===== src/rtl/sdcmd_pkg.sv =====
package sdcmd_pkg;

  typedef enum logic [3:0] {
    CMD_NOP  = 4'd0,
    CMD_MRS  = 4'd1,
    CMD_REF  = 4'd2,
    CMD_SREF = 4'd3,
    CMD_ACT  = 4'd4,
    CMD_RD   = 4'd5,
    CMD_WR   = 4'd6,
    CMD_RDA  = 4'd7,
    CMD_WRA  = 4'd8,
    CMD_PRE  = 4'd9,
    CMD_PALL = 4'd10,
    CMD_RSVD = 4'd11
  } cmd_e;

  typedef struct packed {
    logic illegal;
    logic usesBank;
    logic doAct;
    logic doClose;
    logic doCloseAll;
    logic doMrs;
    logic doAuto;
  } strobe_t;

endpackage


===== src/rtl/sdcmd_ctrl.sv =====
module sdcmd_ctrl
  import sdcmd_pkg::*;
#(
  parameter int NUM_BANKS = 4,
  localparam int BA_W = $clog2(NUM_BANKS)
) (
  input  logic                 ckePrev,
  input  logic                 ckeCur,
  input  logic                 csN,
  input  logic                 rasN,
  input  logic                 casN,
  input  logic                 weN,
  input  logic                 apBit,
  input  logic [BA_W-1:0]      ba,
  input  logic [NUM_BANKS-1:0] bankOpen,
  input  logic [NUM_BANKS-1:0] bankAvail,
  input  logic                 lockBusy,
  input  logic                 burstBusy,
  output cmd_e                 cmd,
  output strobe_t              stb
);

  logic bad;

  always_comb begin
    cmd = CMD_NOP;
    if (ckePrev && !csN) begin
      unique case ({rasN, casN, weN})
        3'b000:  cmd = CMD_MRS;
        3'b001:  cmd = ckeCur ? CMD_REF : CMD_SREF;
        3'b011:  cmd = CMD_ACT;
        3'b101:  cmd = apBit ? CMD_RDA : CMD_RD;
        3'b100:  cmd = apBit ? CMD_WRA : CMD_WR;
        3'b010:  cmd = apBit ? CMD_PALL : CMD_PRE;
        3'b110:  cmd = CMD_RSVD;
        default: cmd = CMD_NOP;
      endcase
    end
  end

  always_comb begin
    bad = 1'b0;
    unique case (cmd)
      CMD_MRS, CMD_REF, CMD_SREF: bad = (bankOpen != '0);
      CMD_ACT:                    bad = bankOpen[ba];
      CMD_RD, CMD_WR, CMD_RDA, CMD_WRA: bad = !bankAvail[ba] || burstBusy;
      default:                    bad = 1'b0;
    endcase
    if (lockBusy && cmd != CMD_NOP) bad = 1'b1;
  end

  always_comb begin
    stb.illegal    = bad;
    stb.usesBank   = cmd inside {CMD_ACT, CMD_RD, CMD_WR, CMD_RDA, CMD_WRA, CMD_PRE};
    stb.doAct      = (cmd == CMD_ACT) && !bad;
    stb.doClose    = (cmd == CMD_PRE) && !bad;
    stb.doCloseAll = (cmd == CMD_PALL) && !bad;
    stb.doMrs      = (cmd == CMD_MRS) && !bad;
    stb.doAuto     = (cmd == CMD_RDA || cmd == CMD_WRA) && !bad;
  end

endmodule


===== src/rtl/sdcmd_dp.sv =====
module sdcmd_dp
  import sdcmd_pkg::*;
#(
  parameter int NUM_BANKS = 4,
  parameter int MAX_BL    = 8,
  parameter int MRS_GAP   = 2,
  parameter int RD_LAT    = 2,
  localparam int BA_W   = $clog2(NUM_BANKS),
  localparam int CNT_W  = $clog2(MAX_BL + 1),
  localparam int LOCK_W = $clog2(MRS_GAP + 1)
) (
  input  logic                 clk,
  input  logic                 rstN,
  input  strobe_t              stb,
  input  cmd_e                 cmd,
  input  logic [BA_W-1:0]      ba,
  input  logic [2:0]           modeBl,
  input  logic                 dqm,
  output logic [NUM_BANKS-1:0] bankOpen,
  output logic [NUM_BANKS-1:0] bankAvail,
  output logic                 lockBusy,
  output logic                 burstBusy,
  output logic [3:0]           cmdCode,
  output logic [BA_W-1:0]      cmdBank,
  output logic                 illegalCmd,
  output logic                 wrMask,
  output logic                 rdHiZ
);

  logic [LOCK_W-1:0] lockCnt;
  logic [CNT_W-1:0]  apCnt;
  logic [CNT_W-1:0]  blReg;
  logic [BA_W-1:0]   apBank;
  logic [RD_LAT:0]   dqmPipe;
  logic              closeNow;

  assign lockBusy  = (lockCnt != '0);
  assign burstBusy = (apCnt > CNT_W'(1));
  assign closeNow  = (apCnt == CNT_W'(1));

  for (genvar i = 0; i < NUM_BANKS; i++) begin : g_bank
    logic hitCmd;
    logic hitAuto;
    assign hitCmd  = (ba == BA_W'(i));
    assign hitAuto = closeNow && (apBank == BA_W'(i));
    assign bankAvail[i] = bankOpen[i] && !hitAuto;

    always_ff @(posedge clk) begin
      if (!rstN)
        bankOpen[i] <= 1'b0;
      else if (stb.doAct && hitCmd)
        bankOpen[i] <= 1'b1;
      else if (stb.doCloseAll || (stb.doClose && hitCmd) || hitAuto)
        bankOpen[i] <= 1'b0;
    end
  end

  always_ff @(posedge clk) begin
    if (!rstN) begin
      lockCnt <= '0;
      apCnt   <= '0;
      apBank  <= '0;
      blReg   <= CNT_W'(1);
    end else begin
      if (stb.doMrs)
        lockCnt <= LOCK_W'(MRS_GAP - 1);
      else if (lockBusy)
        lockCnt <= lockCnt - LOCK_W'(1);

      if (stb.doMrs)
        blReg <= modeBl[2] ? CNT_W'(1) : (CNT_W'(1) << modeBl[1:0]);

      if (stb.doAuto) begin
        apCnt  <= blReg;
        apBank <= ba;
      end else if (apCnt != '0) begin
        apCnt <= apCnt - CNT_W'(1);
      end
    end
  end

  always_ff @(posedge clk) begin
    if (!rstN) begin
      cmdCode    <= CMD_NOP;
      cmdBank    <= '0;
      illegalCmd <= 1'b0;
      dqmPipe    <= '0;
    end else begin
      cmdCode    <= cmd;
      cmdBank    <= stb.usesBank ? ba : '0;
      illegalCmd <= stb.illegal;
      dqmPipe    <= {dqmPipe[RD_LAT-1:0], dqm};
    end
  end

  assign wrMask = dqmPipe[0];
  assign rdHiZ  = dqmPipe[RD_LAT];

endmodule


===== src/rtl/sdcmd_mon.sv =====
module sdcmd_mon
  import sdcmd_pkg::*;
#(
  parameter int NUM_BANKS = 4,
  parameter int MAX_BL    = 8,
  parameter int MRS_GAP   = 2,
  parameter int RD_LAT    = 2,
  localparam int BA_W = $clog2(NUM_BANKS)
) (
  input  logic                 clk,
  input  logic                 rstN,
  input  logic                 ckePrev,
  input  logic                 ckeCur,
  input  logic                 csN,
  input  logic                 rasN,
  input  logic                 casN,
  input  logic                 weN,
  input  logic [BA_W-1:0]      ba,
  input  logic                 apBit,
  input  logic [2:0]           modeOp,
  input  logic                 dqm,
  output logic [3:0]           cmdCode,
  output logic [BA_W-1:0]      cmdBank,
  output logic [NUM_BANKS-1:0] bankOpen,
  output logic                 illegalCmd,
  output logic                 wrMask,
  output logic                 rdHiZ
);

  cmd_e                 cmd;
  strobe_t              stb;
  logic [NUM_BANKS-1:0] bankAvail;
  logic                 lockBusy;
  logic                 burstBusy;

  sdcmd_ctrl #(.NUM_BANKS(NUM_BANKS)) ctrl_i (
    .ckePrev  (ckePrev),
    .ckeCur   (ckeCur),
    .csN      (csN),
    .rasN     (rasN),
    .casN     (casN),
    .weN      (weN),
    .apBit    (apBit),
    .ba       (ba),
    .bankOpen (bankOpen),
    .bankAvail(bankAvail),
    .lockBusy (lockBusy),
    .burstBusy(burstBusy),
    .cmd      (cmd),
    .stb      (stb)
  );

  sdcmd_dp #(
    .NUM_BANKS(NUM_BANKS),
    .MAX_BL   (MAX_BL),
    .MRS_GAP  (MRS_GAP),
    .RD_LAT   (RD_LAT)
  ) dp_i (
    .clk       (clk),
    .rstN      (rstN),
    .stb       (stb),
    .cmd       (cmd),
    .ba        (ba),
    .modeBl    (modeOp),
    .dqm       (dqm),
    .bankOpen  (bankOpen),
    .bankAvail (bankAvail),
    .lockBusy  (lockBusy),
    .burstBusy (burstBusy),
    .cmdCode   (cmdCode),
    .cmdBank   (cmdBank),
    .illegalCmd(illegalCmd),
    .wrMask    (wrMask),
    .rdHiZ     (rdHiZ)
  );

endmodule


===== config.mk =====
export PLATFORM = sky130hd
export DESIGN_NAME = sdcmd_mon
export DESIGN_NICKNAME = d
export VERILOG_FILES = /design/src/rtl/sdcmd_pkg.sv /design/src/rtl/sdcmd_ctrl.sv /design/src/rtl/sdcmd_dp.sv /design/src/rtl/sdcmd_mon.sv
export SDC_FILE = /design/constraint.sdc
export NUM_CORES = 1
export LEC_CHECK = 0
export ABC_CLOCK_PERIOD_IN_PS = 5100
export BUFFER_PORTS_ARGS = -buffer_cell sky130_fd_sc_hd__buf_2
export CORE_MARGIN = 2
export CORE_UTILIZATION = 58
export DETAILED_ROUTE_END_ITERATION = 8
export GPL_TIMING_DRIVEN = 0
export PLACE_DENSITY = 0.83
export SYNTH_ARGS = -nofsm -noshare
export SYNTH_HDL_FRONTEND = slang
export SYNTH_SLANG_ARGS = --single-unit

===== constraint.sdc =====
create_clock -name clk -period 5.1 [get_ports clk]
set_input_delay 0.765 -clock clk [delete_from_list [all_inputs] [get_ports clk]]
set_output_delay 0.765 -clock clk [all_outputs]
set_load 0.005 [all_outputs]

After elaboration in Yosys (flattened, before gate mapping)
Index checks and enable logic that the tools add are counted.
{ "totals": {"reg_bits": 26, "out_inout_bits": 13, "elab_cells": 125} }
{ "op_classes": {"n_addsub": 2, "n_lt_le_gt_ge": 2, "n_eq_ne": 23, "shifts": 1, "n_reduce_logical": 58, "n_bitwise": 1, "muxes": 25} }
{ "op_table": {"columns": ["op", "count"], "rows": [
  ["4-bit one-hot mux with 7 select lines", 1],
  ["1-bit logical AND", 23],
  ["4-bit two-way mux", 5],
  ["4-bit by 3-bit == test with 1-bit output (second input constant)", 4],
  ["1-bit two-way mux", 14],
  ["2-bit nonzero test", 7],
  ["4-bit == test (second input constant)", 3],
  ["4-bit nonzero test", 3],
  ["1-bit logical OR", 10],
  ["3-bit == test (second input constant)", 3],
  ["2-bit == test (second input constant)", 4],
  ["4-bit by 1-bit == test with 1-bit output (second input constant)", 2],
  ["4-bit by 2-bit == test with 1-bit output (second input constant)", 2],
  ["1-bit logical NOT", 7],
  ["3-bit by 2-bit == test with 1-bit output (second input constant)", 2],
  ["6-bit nonzero test", 1],
  ["1-bit binary-select mux with 2-bit select", 2],
  ["2-bit by 1-bit == test with 1-bit output (second input constant)", 2],
  ["4-bit by 1-bit > comparator with 1-bit output (second input constant)", 1],
  ["2-bit logical NOT", 2],
  ["2-bit two-way mux", 2],
  ["4-bit OR reduction", 1],
  ["1-bit by 2-bit << shifter with 4-bit output (first input constant)", 1],
  ["4-bit by 1-bit subtractor with 4-bit output (second input constant)", 1],
  ["other kinds (9)", 9]
]} }

Depth between registers and ports, before layout
{ "depth": {"depth_word": 17, "mapped_depth": 6, "mapped_depth_nobuf": 6} }

Hierarchy
Synthesis repeated with hierarchy kept, for this count alone.
{ "hier_totals": {"cells_unflattened": 159, "area_unflattened_um2": 1412.6} }
{ "modules_own_cells": {"columns": ["module", "cells_each", "area_each_um2", "n_inst"], "rows": [
  ["sdcmd_dp", 111, 1079.8, 1],
  ["sdcmd_ctrl", 48, 332.8, 1]
]} }

Least setup slack after synthesis
No wires, ideal clock.
{ "synth_path": {"path_type": "input port to flip-flop", "start": "input port rasN", "end": "register dp_i.lockCnt[1]", "arrival_ps": 1936, "required_ps": 4984, "stages": 5, "path_slack_ps": 3049, "path_cell_list": "clkbuf_1 > or4b_1 > o211ai_1 > nand3_2 > and3_1"} }
{ "synth_via": {"elab_chain_cells": 10} }
{ "synth_lines": {"columns": ["element", "line", "source"], "rows": [
  ["start: declaration", "sdcmd_mon.sv:15", "input logic rasN,"],
  ["3-bit == test (tied with other cells)", "sdcmd_ctrl.sv:28", "unique case ({rasN, casN, weN})"],
  ["4-bit one-hot mux with 7 select lines (*)", "sdcmd_ctrl.sv:28", null],
  ["4-bit two-way mux (*)", "sdcmd_ctrl.sv:27", "if (ckePrev && !csN) begin"],
  ["4-bit == test (tied with other cells)", "sdcmd_ctrl.sv:43", "unique case (cmd)"],
  ["4-bit OR reduction or 3-bit OR reduction (tied branches)", "sdcmd_ctrl.sv:43", null],
  ["1-bit one-hot mux with 3 select lines", "sdcmd_ctrl.sv:43", null],
  ["1-bit two-way mux", "sdcmd_ctrl.sv:49", "if (lockBusy && cmd != CMD_NOP) bad = 1'b1;"],
  ["1-bit logical NOT", "sdcmd_ctrl.sv:58", "stb.doMrs = (cmd == CMD_MRS) && !bad;"],
  ["1-bit logical AND (*)", "sdcmd_ctrl.sv:58", null],
  ["2-bit OR reduction (no source line) (*)", null, null],
  ["end signal: assignment", "sdcmd_dp.sv:66", "lockCnt <= LOCK_W'(MRS_GAP - 1);"],
  ["end signal: assignment", "sdcmd_dp.sv:68", "lockCnt <= lockCnt - LOCK_W'(1);"],
  ["end: declaration", "sdcmd_dp.sv:30", "logic [LOCK_W-1:0] lockCnt;"]
]} }
Mark *: on every way between the ends. The rest lies on a longest branch, timed or not.
A chain may end at the register's enable or synchronous reset.

Worst setup path in the final report
Ends and elaborated chain as after synthesis.

==> results.sh <==
export IMPL_synth_area_top_cells="dfxtp_1 36%, mux2i_1 9.6%, nand2_1 5.4%"
export IMPL_pre_cts_ws_ns=2.75
export IMPL_io_pins=28
export IMPL_fin_worst_skew_ns=0.00925
export IMPL_hold_depth=1
export IMPL_yosysWarnings=0
export IMPL_cts_root_buffer_cell="clkbuf_4"
export IMPL_dp_hpwl_um=2440
export IMPL_path_cells="buf_2, clkbuf_1, or4b_1, o211ai_1, nand3_2, and3_1"
export IMPL_hold_viol=0
export IMPL_final_nets=215
export IMPL_track_usage=0.242
export IMPL_grt_start_max_net_pins=14
export IMPL_synth_nets=185
export IMPL_avgSynthCellArea_um2=8.77
export IMPL_cts_hold_fix_buffers=0
export IMPL_drt_iter0_drc=29
export IMPL_synth_largest_area_cell="dfxtp_1"
export IMPL_reg2reg_depth=5
export IMPL_post_cts_resized=0
export IMPL_insertedDiodeCount=0
export IMPL_cts_buffers_inserted=3
export IMPL_syn_inst=167
export IMPL_dieArea_um2=2940
export IMPL_ir_worst_vdd_v=0.000242
export IMPL_placedInstanceArea_um2=1630
export IMPL_hp_start="dp_i.dqmPipe[1]"
export IMPL_regToRegStartpoint="dp_i.apCnt[0]"
export IMPL_crit_slowest_cell="or4b_1"
export IMPL_status="complete, no violations"
export IMPL_fin_crit_ns=2.02
export IMPL_grt_overflow=0
export IMPL_rows=18
export IMPL_drive_gt1_frac=0.210
export IMPL_synth_top_area_share=0.356
export IMPL_power_leakage_nw=0.710
export IMPL_setup_viol=0
export IMPL_fill_cells=209
export IMPL_start_util=0.602
export IMPL_power_density_nw_per_um2=324
export IMPL_first_pass_iters=4
export IMPL_rsz0062_at_grt="no"
export IMPL_arrival_ns=2.25
export IMPL_synth_distinct_cells=46
export IMPL_fin_ws_ns=3.08
export IMPL_port_buffers=25
export IMPL_layout_common_cells="26 x buf_2, 26 x dfxtp_1, 21 x nand2_1"
export IMPL_clock_fmax_mhz=496
export IMPL_endpoint_kind="register"
export IMPL_cts_tree="built"
export IMPL_grt_pass1_wl_um=5150
export IMPL_clk_path_buf_depth=2
export IMPL_utilization=0.678
export IMPL_routabilityCongestion=0.876
export IMPL_regToRegSetupSlack_ns=3.18
export IMPL_finalCritPeriodShare=0.395
export IMPL_vias_per_cell=5.99
export IMPL_die_height_um=54.2
export IMPL_async_reset_ff_frac=0
export IMPL_areaGrowthSynthToFinish_pct=12.6
export IMPL_ys_ff_latch=26
export IMPL_critical_path_max_stage_delay_ns=0.53
export IMPL_setup_tns_final_ns=0
export IMPL_timing_rr_end="dp_i.apCnt[0]"
export IMPL_avgRoutedWirePerCell_um=14.0
export IMPL_htreeDepth=1
export IMPL_drcViolationCount=0
export IMPL_ys_seq_area_frac=0.356
export IMPL_wirelength_um=3160
export IMPL_die_w_um=54.2
export IMPL_core_area_um2=2430
export IMPL_maxCapViolations=0
export IMPL_hp_class="register to register"
export IMPL_synth_cell_area_um2=1460
export IMPL_postLayoutCellArea_um2=1650
export IMPL_whs_endpoint="dp_i.dqmPipe[2]"
export IMPL_max_slew_worst_pin_slew_ns=0.547
export IMPL_synth_flop_cell="dfxtp_1"
export IMPL_crit_type="input port to register"
export IMPL_antenna_found_initial=0
export IMPL_vias=1348
export IMPL_max_slew_margin_rel=0.634
export IMPL_cp_max_fo=10
export IMPL_required_ns=5.34
export IMPL_synth_edf_count=0
export IMPL_clkLatencyLatePin_ns=0.32
export IMPL_drtAntennaViolNets=0
export IMPL_drv_slew=0
export IMPL_clkSinkCount=26
export IMPL_clkTransAtPathRegs_ns=0.14
export IMPL_grt_pass1_vias=1208
export IMPL_post_cts_buffers=0
export IMPL_startpoint_type="input port"
## kinds of logic after synthesis
group / after synthesis / synth area share
buffers and inverters: 15 / 0.0393
xor gates and xnor gates: 3 / 0.0180
and+or+nand+nor: 73 / 0.287
muxes: 15 / 0.103
DFF: 26 / 0.356
AOI/OAI and AO/OA: 32 / 0.171
adders and majority gates: 3 / 0.0256
## flip-flops by register name (all words and copies together), names as in the netlist, 2 cells and up
name,flops
dp_i.apBank,2
dp_i.lockCnt,2
dp_i.cmdBank,2
dp_i.cmdCode,4
dp_i.bankOpen,4
dp_i.blReg,4
dp_i.dqmPipe,3
dp_i.apCnt,4
## synth_stat cells, drive strengths merged, types with 4 or more instances
| cell | n |
|---|---|
| o32ai | 4 |
| and2 | 4 |
| nor2b | 7 |
| nor2 | 8 |
| nand3 | 7 |
| nand2 | 21 |
| o21ai | 6 |
| dfxtp | 26 |
| nand2b | 4 |
| mux2i | 14 |
| inv | 7 |
| a21oi | 7 |
| nor3 | 4 |
| clkbuf | 7 |
## routing by layer
metal  share of wire  GRT usage
met3           0.047     0.0301
met2            0.51      0.404
met1            0.41      0.303
met4           0.029      0.133
met5               0          0
## worst max-delay path, delay by kind of cell
kind | cells | cell delay, ns
compound gates | 1 | 0.25
buf+inv | 2 | 0.29
simple gates | 3 | 0.95
## layout make-up
type	count	area [um^2]	share of cell area
tap	30	37.5	0.0228
timing repair buffer	25	125	0.0759
sequential	26	520	0.316
inverter	7	26.3	0.0159
clock buffer	3	22.5	0.0137
multi-input combinational	126	886	0.537
buffer	8	31.3	0.0190
## power by group
part,internal (mW),total (mW),switching [mW]
clock,0.0277,0.0865,0.0588
combinational,0.0936,0.199,0.106
sequential,0.226,0.248,0.0220
total,0.347,0.534,0.187
## through the flow
step	hold slack, ns	power (mW)	cells
after floorplan	0.412	0.405	167
after global routing	0.472	0.568	225
final	0.450	0.534	225
after CTS	0.454	0.534	225
after global placement	0.413	0.435	222
after detailed placement	0.423	0.450	222
## how the worst max path moves through the flow
| stage | to | start |
|---|---|---|
| floorplan | dp_i.lockCnt[1] | rasN |
| global placement | dp_i.lockCnt[1] | rasN |
| detailed placement | dp_i.lockCnt[1] | rasN |
| CTS | dp_i.lockCnt[1] | rasN |
| global route | dp_i.apCnt[0] | dp_i.apCnt[1] |
| finish | dp_i.lockCnt[1] | rasN |
(Power assumes the default switching activity.)
